File: src/rtl/rom_ovl_pkg.sv
`timescale 1ns/1ps
package rom_ovl_pkg;
  localparam int PAGE_W   = 8;
  localparam int NUM_IO   = 5;
  localparam int NUM_WIN  = 2;
  localparam int TAG_W    = 3;
  localparam int BANK_W   = 2;
  localparam logic [PAGE_W-1:0] IO_BASE_PAGE = 8'hDA;
  // window w matches addr[15:13] == WIN_TAGS[w*TAG_W +: TAG_W]
  localparam logic [NUM_WIN*TAG_W-1:0] WIN_TAGS = {3'b111, 3'b101};
endpackage

File: src/rtl/ovl_io_decode.sv
`timescale 1ns/1ps
module ovl_io_decode
  import rom_ovl_pkg::*;
(
  input  logic [PAGE_W-1:0] page_i,
  output logic [NUM_IO-1:0] io_sel_no,
  output logic              io_hit_o
);
  logic [NUM_IO-1:0] hit;

  for (genvar k = 0; k < NUM_IO; k++) begin : g_page
    localparam logic [PAGE_W-1:0] PG = IO_BASE_PAGE + PAGE_W'(k);
    assign hit[k] = (page_i == PG);
  end

  assign io_sel_no = ~hit;
  assign io_hit_o  = |hit;
endmodule

File: src/rtl/ovl_rom_window.sv
`timescale 1ns/1ps
module ovl_rom_window
  import rom_ovl_pkg::*;
(
  input  logic [TAG_W-1:0]   tag_i,
  input  logic [NUM_WIN-1:0] en_i,
  input  logic               rd_i,
  output logic               rom_rd_o
);
  logic [NUM_WIN-1:0] live;

  for (genvar w = 0; w < NUM_WIN; w++) begin : g_win
    assign live[w] = en_i[w] && (tag_i == WIN_TAGS[w*TAG_W +: TAG_W]);
  end

  // writes never reach the ROM; they fall to RAM below
  assign rom_rd_o = rd_i && (|live);
endmodule

File: src/rtl/ovl_ram_gate.sv
`timescale 1ns/1ps
module ovl_ram_gate (
  input  logic phi2_i,
  input  logic io_hit_i,
  input  logic rom_rd_i,
  output logic ram_sel_no
);
  assign ram_sel_no = ~(phi2_i && !io_hit_i && !rom_rd_i);
endmodule

File: src/rtl/banked_rom_decoder.sv
`timescale 1ns/1ps
module banked_rom_decoder
  import rom_ovl_pkg::*;
(
  input  logic [PAGE_W-1:0] addr_hi_i,
  input  logic              phi2_i,
  input  logic              rd_nwr_i,
  input  logic              rom_lo_en_i,
  input  logic              rom_hi_en_i,
  input  logic              rom_bank_i,
  output logic              ram_sel_no,
  output logic              rom_sel_no,
  output logic [NUM_IO-1:0] io_sel_no,
  output logic [BANK_W-1:0] rom_addr_hi_o
);
  logic io_hit;
  logic rom_rd;

  ovl_io_decode u_io (
    .page_i    (addr_hi_i),
    .io_sel_no (io_sel_no),
    .io_hit_o  (io_hit)
  );

  ovl_rom_window u_win (
    .tag_i    (addr_hi_i[PAGE_W-1 -: TAG_W]),
    .en_i     ({rom_hi_en_i, rom_lo_en_i}),
    .rd_i     (rd_nwr_i),
    .rom_rd_o (rom_rd)
  );

  ovl_ram_gate u_ram (
    .phi2_i     (phi2_i),
    .io_hit_i   (io_hit),
    .rom_rd_i   (rom_rd),
    .ram_sel_no (ram_sel_no)
  );

  // ROM select ignores the clock phase
  assign rom_sel_no    = ~rom_rd;
  // CPU A14 separates the two windows; bank line picks the 16 KB half
  assign rom_addr_hi_o = {rom_bank_i, addr_hi_i[PAGE_W-2]};
endmodule

File: config.mk
export PLATFORM = sky130hd
export DESIGN_NAME = banked_rom_decoder
export DESIGN_NICKNAME = d
export VERILOG_FILES = /design/src/rtl/rom_ovl_pkg.sv /design/src/rtl/ovl_io_decode.sv /design/src/rtl/ovl_rom_window.sv /design/src/rtl/ovl_ram_gate.sv /design/src/rtl/banked_rom_decoder.sv
export SDC_FILE = /design/constraint.sdc
export NUM_CORES = 1
export LEC_CHECK = 0
export ABC_AREA = 1
export BUFFER_PORTS_ARGS = -buffer_cell sky130_fd_sc_hd__clkbuf_2
export CORE_AREA = 2 2 39 41
export DETAILED_ROUTE_END_ITERATION = 8
export DIE_AREA = 0 0 41 43
export RECOVER_POWER = 25
export SETUP_SLACK_MARGIN = 0.02
export SYNTH_ARGS = -nofsm -noshare
export SYNTH_HDL_FRONTEND = slang
export SYNTH_SLANG_ARGS = --single-unit
File: constraint.sdc
create_clock -name vclk -period 1.7
set_clock_uncertainty 0.15 [all_clocks]
set_input_delay 0.085 -clock vclk [all_inputs]
set_output_delay 0.085 -clock vclk [all_outputs]
set_load 0.1 [all_outputs]
# [After elaboration in Yosys (flattened, before gate mapping)]
# Index checks and enable logic that the tools add are counted.
[classes] n_addsub=0 multipliers=0 div_mod_pow=0 order_cmp=0 eq_ne=7 shifts=0 mux=0 bitwise=3 reduce_logical=9
[ops] op="8-bit equality test (second input constant)" count=5
[ops] op="3-bit equality test (second input constant)" count=2
[ops] op="1-bit logical AND" count=5
[ops] op="5-bit inverter" count=1
[ops] op="5-bit OR reduction" count=1
[ops] op="1-bit logical NOT" count=2
[ops] op="1-bit inverter" count=2
[ops] op="2-bit OR reduction" count=1
[word_totals] reg_bits=0 latchBits=0 mem_bits_rw=0 mem_bits_ro=0 input_bits=13 output_inout_bits=9 wordCells=19 n_memories=0

# [Logic depth before layout (Yosys ltp)]
[logic_depth] word_depth=7 mapped_depth=7 mapped_depth_nobuf=7

# [By module]
# From an unflattened synthesis, not the netlist that was laid out.
[hier_totals] hier_cells=41 area_unflattened_um2=181.4
[modules_own_cells] module="ovl_io_decode" n_inst=1 cells_each=27 area_each_um2=116.4 seq_area_each_um2=0.0
[modules_own_cells] module="ovl_rom_window" n_inst=1 cells_each=8 area_each_um2=33.8 seq_area_each_um2=0.0
[modules_own_cells] module="banked_rom_decoder" n_inst=1 cells_each=3 area_each_um2=18.8 seq_area_each_um2=0.0
[modules_own_cells] module="ovl_ram_gate" n_inst=1 cells_each=3 area_each_um2=12.5 seq_area_each_um2=0.0

# [Worst setup path after synthesis]
# Ideal clock, no wire load.
[synth_timing] path_type="input port to output port" start="input port addr_hi_i[5]" end="output port ram_sel_no" t_arrival_ns=1.809 t_required_ns=1.465 path_slack_ns=-0.344 stages=7 n_path_buf=0 path_cell_list="inv_1 > nand2_1 > nor2_4 > nand2_1 > nand2_1 > nor2_1 > nand2_1"
[synth_between] elab_chain_len=7 elab_cells_between_ends=17 cone_classes="eq/ne: 7; bitwise: 1; reduce/logical: 9"
[synth_lines] item="from (decl)" line_no="banked_rom_decoder.sv:5" text="input logic [PAGE_W-1:0] addr_hi_i,"
[synth_lines] item="branches (longest 5 deep; another with 8-bit equality test)"
[synth_lines] item="1-bit logical AND *" line_no="ovl_ram_gate.sv:8" text="assign ram_sel_no = ~(phi2_i && !io_hit_i && !rom_rd_i);"
[synth_lines] item="1-bit inverter *" line_no="ovl_ram_gate.sv:8"
[synth_lines] item="to (decl)" line_no="banked_rom_decoder.sv:11" text="output logic ram_sel_no,"
# Mark *: on every way between the ends.

# [Final worst setup path]
[layout_timing] start="input port addr_hi_i[6]" end="output port rom_addr_hi_o[0]"
[layout_lines] item="to (decl)" line_no="banked_rom_decoder.sv:14" text="output logic [BANK_W-1:0] rom_addr_hi_o"
# No word-level cell between the ends.

==> results.tsv <==
stage	metric	value	unit
placed_design	gpl congestion	0.688	
sta	RSZ-0062 raised after global routing	no	
synth	yosys warns	0	
power_and_ir_drop	P_leak	0.173	nW
critical_path	CP Launch Type	input port	
floorplanning	Initial Utilization	11.7	%
sta	final period utilization	76.6	%
global_routing	GRT Resource Usage Total	5.29	%
run	total of max-cap violations	0	
layout	ratio of cells with drive above 1 in the final layout	50.9	%
route	DRC errors left	0	
sta	final-report max-slew violation count	0	
placed_design	DP Area	294	sq um
route	via density per instance	3.68	
floorplanning	number of core rows	14	
synth	mapped cell area	161	sq um
floorplanning	core area	1380	sq um
global_routing	initial antenna violation count	0	
layout	P&R area growth vs syn	81.4	%
global_routing	first-pass GRT wire length	703	um
critical_path	Required @ worst endpoint	1.46	ns
route	post-DR wirelength/cell	6.46	um
layout	Antenna diodes	0	
synth	Synth Net Count	50	
route	Antenna Nets Post-Route	0	
worst_hold_path	Hold Crit Class	in2out	
route	initial drt markers	3	
sta	actual slew at the worst max-slew pin	1.16	ns
route	via count	261	
critical_path	crit path cell chain	clkbuf_2 > clkbuf_1	
layout	Reg area	0	sq um
placed_design	post-DP HPWL	461	um
critical_path	Buf/Inv on CP	2	
critical_path	Critical Path Fanout Max	4	
synth	post-synthesis sequential area ratio	0	%
synth	count of cell types in the netlist	9	
layout	CLK BUF	0	
clocking	Setup Buffers After CTS	0	
critical_path	master of the slowest instance on the critical path	clkbuf_1	
synth	Avg Cell Area, Syn	4.36	sq um
global_routing	grt total ovfl	0	
layout	post-layout instance area	293	sq um
critical_path	Levels on crit path	2	
critical_path	CP top delay family	buffers and inverters	
route	WL final	459	um
floorplanning	die area	1760	sq um
sta	final hold violations	0	
global_routing	number of global-route vias before repair	214	
power_and_ir_drop	Worst IR Drop VDD	0.0000666	V
power_and_ir_drop	Power Density	256	nW/um^2
sta	Fin Setup TNS	0	ns
critical_path	crit end category	output port	
placed_design	Port Buffers	20	
sta	post-route minimum period	1.30	ns
route	DR pass1 iterations	3	
floorplanning	Top Ports	22	
sta	Max-Slew Margin vs Limit	23.1	%
worst_hold_path	Hold Path Depth	0	
critical_path	WP data arrival	1.07	ns
sta	maximum clock frequency	0.768	GHz
floorplanning	die width	41	um
critical_path	Largest stage delay, worst path	0.86	ns
sta	final setup vio count	0	
synth	Cells after Synth	37	
floorplanning	die height	43	um
clocking	PostCTS Resize Cnt	0	
layout	fin nets	70	
clocking	hold buffers post-CTS	0	
layout	FFs & Latches	0	
critical_path	Setup CP Type	in2out	
outcome	status	complete, no violations	
global_routing	largest net degree at the start of global routing	6	
-- routing by layer --
layer / GRT usage, % / up-vias / part of all wire, %
met5: 0 / - / 0
li1: - / 144 / -
met3: 0.524 / 0 / 17
met1: 5.70 / 102 / 38
met4: 0 / 0 / 0
met2: 10.6 / 15 / 46
-- area by class of cell --
class,count,area (sq um)
fill,166,1090
inverter,6,22.5
multi-input combinational,29,136
tap,16,20.0
timing repair buffer,20,114
-- layout by cell type (no fill, tap or decap), drive strengths merged --
cell,Yosys,routed
buf,2,1
nor2,8,8
nand2,19,19
nand3,1,1
clkbuf,0,19
inv,6,6
a21oi,1,1
-- cell families (layout without fill, tap and decap cells) --
kind of cell	Yosys count	count (layout)	share of synthesized area, %
simple gates	28	28	73.6
compound gates	1	1	3.10
buf+inv	8	26	23.3
-- cell usage after synthesis --
cell type | number | area (sq um)
nor2_1 | 7 | 26.3
nand3_1 | 1 | 5.00
nand2_1 | 17 | 63.8
inv_2 | 1 | 3.75
inv_1 | 5 | 18.8
nand2_2 | 2 | 12.5
a21oi_1 | 1 | 5.00
nor2_4 | 1 | 11.3
buf_4 | 2 | 15.0
-- per-stage QoR --
stage | hold WS, ns | utilization [%] | setup WS [ns] | total power, mW | instances
4_1_cts | 0.0207 | 21.2 | 0.526 | 0.0762 | 71
3_3_place_gp | 0.0207 | 21.2 | 0.555 | 0.0747 | 71
6_report | 0.0201 | 21.2 | 0.397 | 0.0751 | 71
3_5_place_dp | 0.0207 | 21.2 | 0.535 | 0.0759 | 71
2_1_floorplan | 0.232 | - | 0.152 | 0.0603 | 37
5_1_grt | 0.0206 | 21.2 | 0.336 | 0.0819 | 71
-- power by group --
group / switching [mW] / internal (mW) / leakage, nW / total [mW]
sequential: 0 / 0 / 0 / 0
clock: 0 / 0 / 0 / 0
combinational: 0.0509 / 0.0242 / 0.173 / 0.0751
total: 0.0509 / 0.0242 / 0.173 / 0.0751
-- path summary, 6_finish.rpt --
path / start / to
setup / recovery: addr_hi_i[6] / rom_addr_hi_o[0]
hold / removal: rom_bank_i / rom_addr_hi_o[1]
No activity file was read; power rests on OpenSTA's default activity.
